<file path="config.mk">
export PLATFORM = sky130hd
export DESIGN_NAME = byte_opcode_asm
export DESIGN_NICKNAME = d
export VERILOG_FILES = /design/src/rtl/bopasm_pkg.sv /design/src/rtl/bopasm_fsm.sv /design/src/rtl/bopasm_lanes.sv /design/src/rtl/bopasm_resp.sv /design/src/rtl/byte_opcode_asm.sv
export SDC_FILE = /design/constraint.sdc
export NUM_CORES = 1
export LEC_CHECK = 0
export BUFFER_PORTS_ARGS = -buffer_cell sky130_fd_sc_hd__buf_2
export CAP_MARGIN = 20
export CORE_MARGIN = 2
export CORE_UTILIZATION = 45
export CTS_BUF_LIST = sky130_fd_sc_hd__clkbuf_8
export CTS_CLUSTER_DIAMETER = 30
export DETAILED_ROUTE_END_ITERATION = 6
export PLACE_DENSITY = 0.92
export SLEW_MARGIN = 10
export SYNTH_ARGS = -nofsm -noshare
export SYNTH_HDL_FRONTEND = slang
export SYNTH_SLANG_ARGS = --single-unit
</file>
<file path="constraint.sdc">
create_clock -name clk -period 1.79 [get_ports clk]
set_clock_uncertainty 0.2 [all_clocks]
set_input_delay 0.358 -clock clk [delete_from_list [all_inputs] [get_ports clk]]
set_output_delay 0.358 -clock clk [all_outputs]
set_load 0.1 [all_outputs]
</file>
<file path="src/rtl/bopasm_pkg.sv">
package bopasm_pkg;
    localparam int BEATS = 3;
    localparam int LANE_FIRST  = BEATS - 1;
    localparam int LANE_SECOND = BEATS - 2;
    localparam int LANE_THIRD  = BEATS - 3;

    typedef enum logic [1:0] {
        ST_IDLE,
        ST_HAVE1,
        ST_HAVE2,
        ST_HAVE3
    } asm_state_t;
endpackage

</file>
<file path="src/rtl/bopasm_fsm.sv">
module bopasm_fsm
    import bopasm_pkg::*;
(
    input  logic             clk,
    input  logic             rst,
    input  logic             cyc_i,
    input  logic             stb_i,
    input  logic             full_i,
    output logic             stall_o,
    output logic             accept_o,
    output logic             commit_o,
    output logic             abort_o,
    output logic [BEATS-1:0] lane_ld_o
);
    asm_state_t state, state_nx;
    logic       req;

    assign req      = cyc_i && stb_i;
    assign stall_o  = (state == ST_HAVE3) && full_i;
    assign accept_o = req && !stall_o;

    always_ff @(posedge clk) begin
        if (rst) state <= ST_IDLE;
        else     state <= state_nx;
    end

    always_comb begin
        state_nx  = state;
        commit_o  = 1'b0;
        abort_o   = 1'b0;
        lane_ld_o = '0;
        unique case (state)
            ST_IDLE: begin
                if (req) begin
                    lane_ld_o[LANE_FIRST] = 1'b1;
                    state_nx = ST_HAVE1;
                end
            end
            ST_HAVE1: begin
                if (!cyc_i) begin
                    abort_o  = 1'b1;
                    state_nx = ST_IDLE;
                end else if (req) begin
                    lane_ld_o[LANE_SECOND] = 1'b1;
                    state_nx = ST_HAVE2;
                end
            end
            ST_HAVE2: begin
                if (!cyc_i) begin
                    abort_o  = 1'b1;
                    state_nx = ST_IDLE;
                end else if (req) begin
                    lane_ld_o[LANE_THIRD] = 1'b1;
                    state_nx = ST_HAVE3;
                end
            end
            ST_HAVE3: begin
                if (!full_i) begin
                    commit_o = 1'b1;
                    if (req) begin
                        lane_ld_o[LANE_FIRST] = 1'b1;
                        state_nx = ST_HAVE1;
                    end else begin
                        state_nx = ST_IDLE;
                    end
                end
            end
            default: state_nx = ST_IDLE;
        endcase
    end
endmodule

</file>
<file path="src/rtl/bopasm_lanes.sv">
module bopasm_lanes
    import bopasm_pkg::*;
#(
    parameter int BYTE_W = 8,
    localparam int WORD_W = BYTE_W * BEATS
)(
    input  logic              clk,
    input  logic              rst,
    input  logic [BEATS-1:0]  lane_ld_i,
    input  logic [BYTE_W-1:0] dat_i,
    output logic [WORD_W-1:0] word_o
);
    for (genvar g = 0; g < BEATS; g++) begin : g_lane
        always_ff @(posedge clk) begin
            if (rst)               word_o[g*BYTE_W +: BYTE_W] <= '0;
            else if (lane_ld_i[g]) word_o[g*BYTE_W +: BYTE_W] <= dat_i;
        end
    end
endmodule

</file>
<file path="src/rtl/bopasm_resp.sv">
module bopasm_resp (
    input  logic clk,
    input  logic rst,
    input  logic accept_i,
    input  logic abort_i,
    output logic ack_o,
    output logic err_o
);
    always_ff @(posedge clk) begin
        if (rst) begin
            ack_o <= 1'b0;
            err_o <= 1'b0;
        end else begin
            ack_o <= accept_i;
            err_o <= abort_i;
        end
    end
endmodule

</file>
<file path="src/rtl/byte_opcode_asm.sv">
module byte_opcode_asm
    import bopasm_pkg::*;
#(
    parameter int BYTE_W = 8,
    parameter int ADR_W  = 10,
    parameter int TGA_W  = 10,
    localparam int WORD_W = BYTE_W * BEATS
)(
    input  logic              clk,
    input  logic              rst,
    input  logic              wbs_cyc_i,
    input  logic              wbs_stb_i,
    input  logic [ADR_W-1:0]  wbs_adr_i,
    input  logic [TGA_W-1:0]  wbs_tga_i,
    input  logic [BYTE_W-1:0] wbs_dat_i,
    output logic              wbs_ack_o,
    output logic              wbs_stall_o,
    output logic              wbs_err_o,
    input  logic              cmd_full_i,
    output logic              cmd_wr_en_o,
    output logic [WORD_W-1:0] cmd_wr_data_o
);
    logic             accept;
    logic             abort;
    logic [BEATS-1:0] lane_ld;
    logic             unused_sideband;

    assign unused_sideband = ^{wbs_adr_i, wbs_tga_i};

    bopasm_fsm u_fsm (
        .clk       (clk),
        .rst       (rst),
        .cyc_i     (wbs_cyc_i),
        .stb_i     (wbs_stb_i),
        .full_i    (cmd_full_i),
        .stall_o   (wbs_stall_o),
        .accept_o  (accept),
        .commit_o  (cmd_wr_en_o),
        .abort_o   (abort),
        .lane_ld_o (lane_ld)
    );

    bopasm_lanes #(.BYTE_W(BYTE_W)) u_lanes (
        .clk       (clk),
        .rst       (rst),
        .lane_ld_i (lane_ld),
        .dat_i     (wbs_dat_i),
        .word_o    (cmd_wr_data_o)
    );

    bopasm_resp u_resp (
        .clk      (clk),
        .rst      (rst),
        .accept_i (accept),
        .abort_i  (abort),
        .ack_o    (wbs_ack_o),
        .err_o    (wbs_err_o)
    );
endmodule

</file>
# Yosys cells after proc, flatten, opt, wreduce, memory -nomap -nowiden

Cells that the tools add are included.

Input port bits: 33
Output and inout bits: 28
Memory bits (read-only): 0
Memory bits (writable): 0
Register bits: 28
Latch bits: 0
Memories kept: 0

Div/mod/pow operators: 0
Reductions and logical operators: 8
Add/subtract/negate cells: 0
Equal/unequal tests: 7
Shifts and indexed selects: 0
Magnitude comparators: 0
Bitwise gates (word level): 1
Multipliers: 0
Muxes and demuxes: 17

Operators by type and width:

| operator                                                                 | number |
|---|---|
| 2-bit 2-to-1 mux                                                         | 6 |
| 1-bit 2-to-1 mux                                                         | 9 |
| 2-bit one-hot mux with 4 select lines                                    | 1 |
| 3-bit by 2-bit inequality test with 1-bit output (second input constant) | 2 |
| 2-bit == test (second input constant)                                    | 2 |
| 4-bit AND reduction                                                      | 1 |
| 2-bit OR reduction                                                       | 2 |
| 1-bit logical AND                                                        | 3 |
| 2-bit by 1-bit == test with 1-bit output (second input constant)         | 1 |
| 2-bit logical NOT                                                        | 1 |
| 2-bit by 1-bit inequality test with 1-bit output (second input constant) | 1 |
| 2-bit inequality test (second input constant)                            | 1 |
| 1-bit one-hot mux with 2 select lines                                    | 1 |
| 1-bit logical NOT                                                        | 1 |
| 1-bit inverter                                                           | 1 |

# Logic depth before layout (Yosys ltp)

Depth after elaboration: 4
Mapped depth: 6
Depth with buffers taken out: 6

# By module

A second synthesis with hierarchy kept.

Cells, all modules: 112
Area total of the unflattened synthesis: 1158.6 um^2

By module, submodules not included:

| module       | instances | area each (um^2) | cells an instance |
|---|---|---|---|
| bopasm_lanes | 1         | 859.6            | 77 |
| bopasm_fsm   | 1         | 246.5            | 31 |
| bopasm_resp  | 1         | 52.6             | 4 |

# Worst setup path before layout

OpenSTA, ideal clock, no wires.

Kind: register to register
Start: reg u_fsm.state[0]
End: reg u_lanes.word_o[17]
Stages on the path, launching flop included: 6
Slack: -0.139 ns
Arrival: 1.602 ns
Buffers on the path: 0
Data required time: 1.462 ns
Clock period less this slack: 1.929 ns
Path through: dfxtp_1 > ha_1 > nor2b_4 > o2111ai_4 > mux2i_1 > nor2_1

Cells in the longest elaborated chain, start to end: 2
Elaborated cells between the ends (all ways): 3
Classes of those cells: 1 x eq/ne; 1 x mux; 1 x reduce/logical

Ends and longest elaborated chain:

| element                                            | RTL line           | source |
|---|---|---|
| from (decl)                                        | bopasm_fsm.sv:15   | `asm_state_t state, state_nx;` |
| from (signal assigned)                             | bopasm_fsm.sv:24   | `else state <= state_nx;` |
| 2-bit == test or 2-bit logical NOT (tied branches) | bopasm_fsm.sv:32   | `unique case (state)` |
| 1-bit one-hot mux with 2 select lines (*)          | bopasm_fsm.sv:32   |  |
| to (signal, indexed assignment)                    | bopasm_lanes.sv:16 | `else if (lane_ld_i[g]) word_o[g*BYTE_W +: BYTE_W] <= dat_i;` |
| to (decl)                                          | bopasm_lanes.sv:11 | `output logic [WORD_W-1:0] word_o` |

Mark *: on every way between the ends. The rest lies on a longest branch, timed or not.
A chain may end at the register's enable or synchronous reset.

# Final worst setup path

Start: reg u_fsm.state[0]
End: out cmd_wr_en_o

Cells in the longest elaborated chain, start to end: 2

Ends and longest elaborated chain:

| element          | RTL line              | source |
|---|---|---|
| 2-bit == test    | bopasm_fsm.sv:32      |  |
| 1-bit 2-to-1 mux | bopasm_fsm.sv:32      |  |
| to (decl)        | byte_opcode_asm.sv:20 | `output logic cmd_wr_en_o,` |

Every way passes these cells.

==> impl_metrics.env <==
export IMPL_vias=899
export IMPL_fin_crit_sh=0.973
export IMPL_drc=0
export IMPL_grt_start_max_net_pins=29
export IMPL_ir_drop_v=0.000901
export IMPL_powerDensity_nw_per_um2=996
export IMPL_r2r_end="u_fsm.state[0]"
export IMPL_root_buffer="clkbuf_8"
export IMPL_syn_nets=141
export IMPL_rows=17
export IMPL_drt_iter0_markers=14
export IMPL_slew_limit_headroom=0.675
export IMPL_yosys_area_top_type="dfxtp_1"
export IMPL_drv_slew=0
export IMPL_yosys_area_share_xor_xnor=0
export IMPL_crit_type="reg2out"
export IMPL_drt_pass1_iterations=4
export IMPL_pin_count=61
export IMPL_grt_use_total=0.176
export IMPL_cts_buffers=3
export IMPL_antenna_found_initial=0
export IMPL_cp_start_kind="flip-flop"
export IMPL_syn_cell_area_um2=1110
export IMPL_synth_top_area_frac=0.505
export IMPL_yosys_warnings=0
export IMPL_critPathSlowestCell="dfxtp_4"
export IMPL_finalHoldViolCount=0
export IMPL_overflow=0
export IMPL_synthMostInstantiatedCell="dfxtp_1"
export IMPL_synth_compound_area_frac=0.0654
export IMPL_regToRegSetupSlack_ns=0.08
export IMPL_antenna_cells=0
export IMPL_die_width_um=53.7
export IMPL_crit_path_max_fanout=3
export IMPL_r2r_worst_path_cells=6
export IMPL_drt_total_wl_mm=2.34
export IMPL_die_area_um2=2880
export IMPL_ys_seq_elements=28
export IMPL_synth_avg_cell_area_um2=10.7
export IMPL_clkSinkCount=28
export IMPL_drv_cap=0
export IMPL_tightestPinTransition_ns=0.491
export IMPL_end_kind="output port"
export IMPL_synthMuxAreaShare=0.216
export IMPL_grt_setup_unrepaired="yes"
export IMPL_initial_core_util=0.488
export IMPL_nNetsFinal=184
export IMPL_synth_top_family_by_area="multiplexers"
export IMPL_crit_arrival_ns=1.18
export IMPL_synth_fa_ha_area_frac=0.0451
export IMPL_r2r_start="u_fsm.state[1]"
export IMPL_grt_pass1_vias=779
export IMPL_yosysSeqAreaShare=0.505
export IMPL_hold_slack_ns=0.140
export IMPL_max_freq_mhz=574
export IMPL_grt_pass1_wl_mm=3.62
export IMPL_wl_per_cell_um=13.5
export IMPL_synth_edff_count=0
export IMPL_clock_latency_ns=0.27
export IMPL_status="completed"
export IMPL_crit_path_max_incr_delay_ns=0.38
export IMPL_synth_simple_area_share=0.138
export IMPL_cts_tree="done"
export IMPL_core_area_um2=2280
export IMPL_drive_gt1_frac=0.411
export IMPL_cp_required_ns=1.23
export IMPL_ys_async_sr_fraction=0
export IMPL_die_h_um=53.7
export IMPL_yosysUniqueCellTypes=20
export IMPL_cts_buffer_depth=2
export IMPL_cp_startpoint="u_fsm.state[0]"
export IMPL_gp_congestion=0.769
export IMPL_detail_route_antenna_nets=0
export IMPL_synthCells=104
export IMPL_hp_class="in2reg"
export IMPL_area_delta_synth_final_pct=32.8
export IMPL_port_buffers=40
export IMPL_n_fill_cell=176
export IMPL_crit_chain="ha_4, nor2b_4, buf_12"
export IMPL_synth_flop_cell="dfxtp_1"
export IMPL_setup_viol=0
export IMPL_clk_pin_slew_ns=0.09
export IMPL_finalCriticalPeriod_ns=1.74
export IMPL_leakage_nw=0.835
export IMPL_power_mw=1.47
export IMPL_ctsHtreeMaxLevel=1
export IMPL_crit_end="cmd_wr_en_o"
export IMPL_synth_common_cells="28 x dfxtp_1, 26 x nor2_1, 24 x mux2i_1"
export IMPL_cts_hold_repair_buffers=0
export IMPL_synthTopCellsByArea="dfxtp_1 51%, mux2i_1 22%, nor2_1 8.8%"
export IMPL_dp_hpwl_mm=1.67
export IMPL_vias_per_cell=5.17
[registers in the layout, summed over array words and instances, names as in the netlist]
name            count
u_resp.ack_o        1
u_fsm.state         2
u_lanes.word_o     24
u_resp.err_o        1
[through the flow]
step           setup TNS (ns)  std cells  setup slack, ns  utilization  cell area, µm²
2_1_floorplan          -0.963        104           -0.120            -            1120
3_3_place_gp                0        168           0.0836        0.603            1370
3_5_place_dp          -0.0674        168          -0.0674        0.603            1370
4_1_cts                     0        174           0.0117        0.642            1460
5_1_grt              -0.00909        174         -0.00909        0.648            1470
6_report                    0        174           0.0486        0.648            1470
[logic make-up after synthesis]
family                   count (synthesis)
buffers and inverters                    8
adder cells (fa/ha/maj)                  4
AO/OA/AOI/OAI                            7
multiplexers                            24
AND/OR/NAND/NOR                         33
flip-flops                              28
[cell type report]
type	instances	area, µm²	area share
clock buffers	4	55.1	0.0374
inverters	4	15.0	0.0102
multi-input cells	68	543	0.368
flip-flops and latches	28	568	0.385
well taps	28	35.0	0.0238
repair buffers	42	258	0.175
[power by group]
group | leakage [nW] | internal [mW] | switching (mW)
logic | 0.578 | 0.108 | 0.299
clock network | 0.0288 | 0.197 | 0.188
registers | 0.228 | 0.655 | 0.0208
total | 0.835 | 0.960 | 0.508
[what timing repair did]
item / 4_1_cts / 5_1_grt
setup buffers: 2 / 0
pin swaps: 1 / 2
endpoints found under the setup margin: 2 / 10
resized for setup: 2 / 7
[metal layers]
| layer | GRT usage | vias to the layer above | wire length, µm |
|---|---|---|---|
| li1 | - | 437 | - |
| met1 | 0.229 | 413 | 1030 |
| met2 | 0.276 | 43 | 1110 |
| met3 | 0.0306 | 6 | 168 |
| met4 | 0.0983 | 0 | 40 |
| met5 | 0 | - | 0 |
[worst max-delay path: cells and delay by family, from the launching register on]
family | cells | cell delay (ns)
fa+ha+maj | 1 | 0.14
simple gates | 1 | 0.19
buf+inv | 1 | 0.19
flops | 1 | 0.38
[how the worst min path moves through the flow]
stage | startpoint | to | slack [ns] | depth (start not counted)
floorplan | wbs_dat_i[0] | u_lanes.word_o[0] | 0.30 | 2
global placement | u_lanes.word_o[16] | u_lanes.word_o[16] | 0.27 | 2
detailed placement | u_lanes.word_o[15] | u_lanes.word_o[15] | 0.28 | 2
CTS | wbs_dat_i[4] | u_lanes.word_o[4] | 0.14 | 3
global route | wbs_dat_i[7] | u_lanes.word_o[7] | 0.16 | 3
finish | wbs_dat_i[3] | u_lanes.word_o[3] | 0.14 | 3
[cells in the final DEF (no fill, tap or decap)]
master and n:
a21o_2 1, a21oi_1 1, a221oi_2 1, a311oi_1 1
buf_12 3, buf_2 38, buf_4 1, clkbuf_8 4
dfxtp_1 26, dfxtp_4 2, ha_1 1, ha_2 2
ha_4 1, inv_1 2, inv_2 2, mux2i_1 24
nand2_1 1, nand3_1 1, nand3_2 2, nand3b_1 1
nor2_1 26, nor2b_4 1, nor3_1 1, o2111ai_4 1
o211a_1 1, o21ai_2 1
Power figures use the tool's default switching activity.
